--- src/rtl/fl_pkg.sv ---
package fl_pkg;
  localparam int NORM_UNIT_OFS = 1;
  localparam int FAST_UNIT_OFS = 4;

  typedef enum logic [1:0] {
    PUMP_OFF  = 2'd0,
    PUMP_NORM = 2'd1,
    PUMP_FAST = 2'd2
  } pump_sel_e;
endpackage

--- src/rtl/fl_trigger.sv ---
module fl_trigger (
  input  logic clk_i,
  input  logic rst_ni,
  input  logic freq_commit_i,
  input  logic pll_pin_i,
  output logic trig_o
);
  logic pin_q;

  always_ff @(posedge clk_i or negedge rst_ni) begin
    if (!rst_ni) pin_q <= 1'b0;
    else         pin_q <= pll_pin_i;
  end

  // power pin release counts as a start
  assign trig_o = freq_commit_i | (pll_pin_i & ~pin_q);
endmodule

--- src/rtl/fl_timer.sv ---
module fl_timer #(
  parameter int CNT_W = 13
) (
  input  logic             clk_i,
  input  logic             rst_ni,
  input  logic             en_i,
  input  logic             trig_i,
  input  logic             tick_i,
  input  logic [CNT_W-1:0] load_i,
  output logic             active_o
);
  logic [CNT_W-1:0] rem_q;
  logic             act_q;

  always_ff @(posedge clk_i or negedge rst_ni) begin
    if (!rst_ni) begin
      act_q <= 1'b0;
      rem_q <= '0;
    end else if (!en_i) begin
      act_q <= 1'b0;
      rem_q <= '0;
    end else if (trig_i) begin
      // zero count is illegal: ignore the trigger
      if (load_i != '0) begin
        act_q <= 1'b1;
        rem_q <= load_i;
      end
    end else if (act_q && tick_i) begin
      if (rem_q == CNT_W'(1)) act_q <= 1'b0;
      rem_q <= rem_q - CNT_W'(1);
    end
  end

  assign active_o = act_q;
endmodule

--- src/rtl/fl_pump_drv.sv ---
module fl_pump_drv
  import fl_pkg::*;
#(
  parameter int NCODE_W = 4,
  parameter int FCODE_W = 3,
  parameter int UNIT_W  = 5
) (
  input  logic               fast_i,
  input  logic               hiz_i,
  input  logic               pol_i,
  input  logic               up_i,
  input  logic               dn_i,
  input  logic [NCODE_W-1:0] norm_code_i,
  input  logic [FCODE_W-1:0] fast_code_i,
  output logic               fast_on_o,
  output logic               norm_on_o,
  output logic [UNIT_W-1:0]  units_o,
  output logic               up_o,
  output logic               dn_o
);
  pump_sel_e sel;

  always_comb begin
    if (hiz_i)       sel = PUMP_OFF;
    else if (fast_i) sel = PUMP_FAST;
    else             sel = PUMP_NORM;
  end

  always_comb begin
    fast_on_o = 1'b0;
    norm_on_o = 1'b0;
    units_o   = '0;
    up_o      = 1'b0;
    dn_o      = 1'b0;
    unique case (sel)
      PUMP_FAST: begin
        fast_on_o = 1'b1;
        units_o   = UNIT_W'(fast_code_i) + UNIT_W'(FAST_UNIT_OFS);
      end
      PUMP_NORM: begin
        norm_on_o = 1'b1;
        units_o   = UNIT_W'(norm_code_i) + UNIT_W'(NORM_UNIT_OFS);
      end
      default: ;
    endcase
    if (sel != PUMP_OFF) begin
      up_o = pol_i ? dn_i : up_i;
      dn_o = pol_i ? up_i : dn_i;
    end
  end
endmodule

--- src/rtl/fastlock_pump_ctrl.sv ---
module fastlock_pump_ctrl #(
  parameter int CNT_W   = 13,
  parameter int NCODE_W = 4,
  parameter int FCODE_W = 3,
  parameter int UNIT_W  = $clog2((((1 << NCODE_W) > ((1 << FCODE_W) + 3)) ?
                                  (1 << NCODE_W) : ((1 << FCODE_W) + 3)) + 1)
) (
  input  logic               clk_i,
  input  logic               rst_ni,
  input  logic               pd_tick_i,
  input  logic               freq_commit_i,
  input  logic               pll_pin_i,
  input  logic               fast_en_i,
  input  logic [CNT_W-1:0]   fast_cnt_i,
  input  logic [NCODE_W-1:0] norm_code_i,
  input  logic [FCODE_W-1:0] fast_code_i,
  input  logic               cp_hiz_i,
  input  logic               cp_pol_i,
  input  logic               pfd_up_i,
  input  logic               pfd_dn_i,
  output logic               filt_sw_o,
  output logic               fast_pump_on_o,
  output logic               norm_pump_on_o,
  output logic               pump_hiz_o,
  output logic [UNIT_W-1:0]  pump_units_o,
  output logic               pump_up_o,
  output logic               pump_dn_o
);
  logic trig;
  logic active;
  logic fast_phase;

  fl_trigger u_trig (
    .clk_i        (clk_i),
    .rst_ni       (rst_ni),
    .freq_commit_i(freq_commit_i),
    .pll_pin_i    (pll_pin_i),
    .trig_o       (trig)
  );

  fl_timer #(.CNT_W(CNT_W)) u_timer (
    .clk_i   (clk_i),
    .rst_ni  (rst_ni),
    .en_i    (fast_en_i),
    .trig_i  (trig),
    .tick_i  (pd_tick_i),
    .load_i  (fast_cnt_i),
    .active_o(active)
  );

  // enable gates combinationally so a clear takes effect at once
  assign fast_phase = active & fast_en_i;
  assign filt_sw_o  = fast_phase;
  assign pump_hiz_o = cp_hiz_i | ~pll_pin_i;

  fl_pump_drv #(
    .NCODE_W(NCODE_W),
    .FCODE_W(FCODE_W),
    .UNIT_W (UNIT_W)
  ) u_drv (
    .fast_i     (fast_phase),
    .hiz_i      (pump_hiz_o),
    .pol_i      (cp_pol_i),
    .up_i       (pfd_up_i),
    .dn_i       (pfd_dn_i),
    .norm_code_i(norm_code_i),
    .fast_code_i(fast_code_i),
    .fast_on_o  (fast_pump_on_o),
    .norm_on_o  (norm_pump_on_o),
    .units_o    (pump_units_o),
    .up_o       (pump_up_o),
    .dn_o       (pump_dn_o)
  );
endmodule

--- config.mk ---
export PLATFORM = sky130hd
export DESIGN_NAME = fastlock_pump_ctrl
export DESIGN_NICKNAME = d
export VERILOG_FILES = /design/src/rtl/fl_pkg.sv /design/src/rtl/fl_trigger.sv /design/src/rtl/fl_timer.sv /design/src/rtl/fl_pump_drv.sv /design/src/rtl/fastlock_pump_ctrl.sv
export SDC_FILE = /design/constraint.sdc
export NUM_CORES = 1
export LEC_CHECK = 0
export BUFFER_PORTS_ARGS = -buffer_cell sky130_fd_sc_hd__clkbuf_2
export CORE_MARGIN = 5
export CORE_UTILIZATION = 53
export CTS_CLUSTER_DIAMETER = 200
export DETAILED_ROUTE_END_ITERATION = 8
export HOLD_SLACK_MARGIN = 0.15
export PLACE_DENSITY = 0.84
export SETUP_SLACK_MARGIN = 0.15
export SLEW_MARGIN = 0
export SYNTH_ARGS = -nofsm -noshare
export SYNTH_HDL_FRONTEND = slang
export SYNTH_SLANG_ARGS = --single-unit
--- constraint.sdc ---
create_clock -name clk_i -period 2.6 [get_ports clk_i]
set_input_delay 0.39 -clock clk_i [delete_from_list [all_inputs] [get_ports clk_i]]
set_output_delay 0.39 -clock clk_i [all_outputs]
set_load 0.05 [all_outputs]
==> impl_metrics.py <==
metrics = {
    "worst_setup_path": {
        "cp_max_fo": 8,
        "timing.critical_path.from": "u_timer.active_o$_DFFE_PN0P_",
        "crit_path_start_kind": "register",
        "timing.critical_path.buf_inv": 2,
        "worst_ep_required_time_ns": 2.21,
        "worstSetupPathType": "register to output pin",
        "rr_startpoint": "u_timer.rem_q[0]$_DFFE_PN0P_",
        "path_delay_family": "simple AND/OR/NAND/NOR gates",
        "critPathSlowestCell": "sky130_fd_sc_hd__dfrtp_1",
        "timing.critical_path.to_type": "output pin",
        "worstPathArrival_ns": 1.65,
        "crit_path_cell_trace": "nand2_1 > inv_1 > nor2_2 > and4_1 > clkbuf_2",
        "cp_slowest_stage_delay_ns": 0.43,
    },
    "floorplanning": {
        "fp.dieH_um": 56.6,
        "initial_utilization_pct": 56.9,
        "chipWidth_um": 56.6,
        "die-area_sq_um": 3200,
        "fp.coreArea_sq_um": 2020,
        "top_level_ports": 41,
        "core.rowCount": 16,
    },
    "cts": {
        "ctsResizeCount": 0,
        "ctsRootBufferMaster": "sky130_fd_sc_hd__clkbuf_4",
        "cts_tree": "done",
        "tritoncts.num_buffers": 3,
        "cts_buffer_depth": 2,
        "number_of_h_tree_branching_levels": 1,
        "clock_sinks": 15,
        "insertion_delay_ns": 0.29,
        "clkSlewWorstSetupHoldPaths_ns": 0.09,
    },
    "power": {
        "p_total_mw": 0.642,
        "max-vdd-ir-drop_mv": 0.363,
        "comb_power_share_pct": 35.5,
        "power_internal_mw": 0.396,
        "p_leak_nw": 0.655,
        "power_per_cell_area_nw_per_um2": 455,
        "clkPwrFrac_pct": 21.5,
        "switchingPower_mw": 0.246,
        "p_sw_share_pct": 38.3,
        "p_seq_share_pct": 42.9,
    },
    "final_layout": {
        "nNetsFinal": 215,
        "multi_input_combinational_cell_area_sq_um": 732,
        "finish.utilization_pct": 69.8,
        "fillCellCount": 170,
        "synthToLayoutAreaGrowth_pct": 22.6,
        "num_antenna_cells": 0,
        "ff_latch_area_sq_um": 375,
        "drive_gt1_share_pct": 29.3,
    },
    "routing": {
        "drt-vias-per-instance": 6.42,
        "routed-via-count": 1335,
        "detailedRoute.firstPassIterationCount": 5,
        "wire_length_per_cell_after_detailed_routing_um": 16.6,
        "detail_route.drc_violations": 0,
        "finalWirelength_um": 3450,
        "antenna_nets_post_route": 0,
        "first_iter_violations": 77,
    },
    "global_route": {
        "maximum_number_of_pins_on_one_net_before_global_route_repair": 16,
        "groute.usage.overall_pct": 23.3,
        "first_global_vias": 1317,
        "grt_overflow": 0,
        "grt_antenna_before_repair": 0,
        "grt_first_pass_wirelength_um": 5930,
    },
    "synthesis": {
        "syn_area_sq_um": 1150,
        "synth.top_cells.by_area": "sky130_fd_sc_hd__dfrtp_1 (33%), sky130_fd_sc_hd__nor2_1 (5.2%), sky130_fd_sc_hd__a21oi_1 (4.8%)",
        "synth-warning-count": 0,
        "synth.distinct_cells": 46,
        "synth_fp_nets": 173,
        "syn-instance-count": 140,
        "yosys.area.top_type": "sky130_fd_sc_hd__dfrtp_1",
        "yosysSeqAreaShare_pct": 32.6,
        "synth-seq-cells": 15,
        "syn-mean-instance-area_sq_um": 8.22,
        "share_of_the_synthesized_area_in_the_top_cell_type_pct": 32.6,
    },
    "placed_design": {
        "pre_cts_slack_ns": 0.664,
        "detailedPlacementHpwl_um": 2730,
        "port_buffers": 40,
        "finalWeightedCongestion": 0.981,
    },
    "sta": {
        "tightest_slew_ns": 0.448,
        "fin_crit_sh_pct": 78.4,
        "totalNegativeSetupSlack_ns": 0,
        "max_slew_headroom_pct": 70.0,
        "finalClockSkew_ns": 0.00869,
        "rsz0062_at_grt": "no",
        "finalWorstSetupSlack_ns": 0.561,
        "clock.fmax_mhz": 490,
        "post_layout_min_period_ns": 2.04,
        "timing.final.setup_violations": 0,
        "slew_viol_final": 0,
        "worst_hold_slack_ns": 0.252,
        "timing.final.hold_violations": 0,
    },
    "outcome": {
        "run_status": "complete, no violations",
    },
    "min_path": {
        "hold_path.class": "input port to register",
        "hold_path_startpoint": "pll_pin_i",
    },
    "job": {
        "drv.max_cap_violation_count": 0,
    },
}
==> per-layer routing <==
| metal | GRT usage [%] | routed length [um] |
|---|---|---|
| met5 | 0 | 0 |
| met4 | 10.5 | 96 |
| met3 | 5.50 | 406 |
| met2 | 37.8 | 1620 |
| met1 | 28.9 | 1330 |
==> layout by cell type, fill, tap and decap left out, drive strengths merged, types with 2 or more instances in the layout <==
cell	count
and4	2
a211oi	2
nand2b	2
ha	3
clkbuf	44
nor4	3
inv	7
a21oi	11
nor2	18
nor3	5
xor2	2
dfrtp	15
a32oi	2
nand2	14
nand3	4
o21ai	9
o22ai	4
o211ai	3
mux2i	4
a22oi	5
or4	3
==> cell type report <==
type                       instances  share of cell area (%)
clock buffer                       4                    1.86
timing repair buffer              42                    15.4
sequential                        15                    26.6
tap                               27                    2.39
inverter                           7                    1.86
multi-input combinational        113                    51.9
==> power by group through the flow <==
stage,Sequential (mW),Clock (mW),Combinational (mW)
CTS,0.274,0.140,0.226
finish,0.276,0.138,0.228
global placement,0.278,0,0.219
floorplan,0.272,0,0.156
detailed placement,0.279,0,0.225
global route,0.279,0.157,0.249
==> Yosys cell counts (all sizes together) <==
cell / n
a21oi: 11
xor2: 2
nand4: 1
a2111oi: 1
nand2: 14
and2: 1
a2bb2oi: 1
buf: 1
a311oi: 1
clkbuf: 4
o32ai: 1
nor4: 3
and4: 2
mux2i: 4
inv: 7
a32oi: 2
nand2b: 2
or4: 3
o22ai: 4
o31ai: 1
and3: 1
nor2b: 1
a41oi: 1
dfrtp: 15
o21ai: 9
a22oi: 5
a211oi: 2
nor2: 18
o211ai: 3
a221oi: 1
nand4b: 1
nor3b: 1
nor3: 5
ha: 3
o311ai: 1
o41ai: 1
a31oi: 1
nand3: 4
and2b: 1
==> cells by family after synthesis <==
group,Yosys count,share of synthesized area [%]
AOI/OAI and AO/OA,46,27.8
muxes,4,3.48
adders and majority gates,3,3.26
buffers and inverters,12,4.02
xor gates and xnor gates,2,1.52
DFF,15,32.6
and+or+nand+nor,58,27.3
==> path summary, 6_finish.rpt <==
kind	slack (ns)	depth (start not counted)	endpoint
hold / removal	0.25	1	u_trig.pin_q$_DFF_PN0_
min in group asynchronous	0.53	2	u_timer.rem_q[2]$_DFFE_PN0P_
hold reg to reg	0.56	2	u_timer.rem_q[11]$_DFFE_PN0P_
max in group asynchronous	1.80	2	u_timer.rem_q[7]$_DFFE_PN0P_
setup / recovery	0.56	5	pump_units_o[4]
setup reg to reg	0.61	7	u_timer.rem_q[10]$_DFFE_PN0P_
==> flip-flops by register name (all words and copies together), names as in the netlist <==
register / cells
u_timer.rem_q: 13
u_timer.active_o: 1
u_trig.pin_q: 1
==> per-stage QoR <==
stage	cells	area (sq um)
finish	208	1410
global route	208	1410
CTS	208	1410
detailed placement	203	1380
global placement	203	1380
floorplan	140	1150
==> what timing repair did <==
item,CTS,global route
hold endpoints to repair,15,0
endpoints found under the setup margin,0,0
hold buffers,1,0
buffers inserted,0,0
Power figures use the tool's default switching activity.
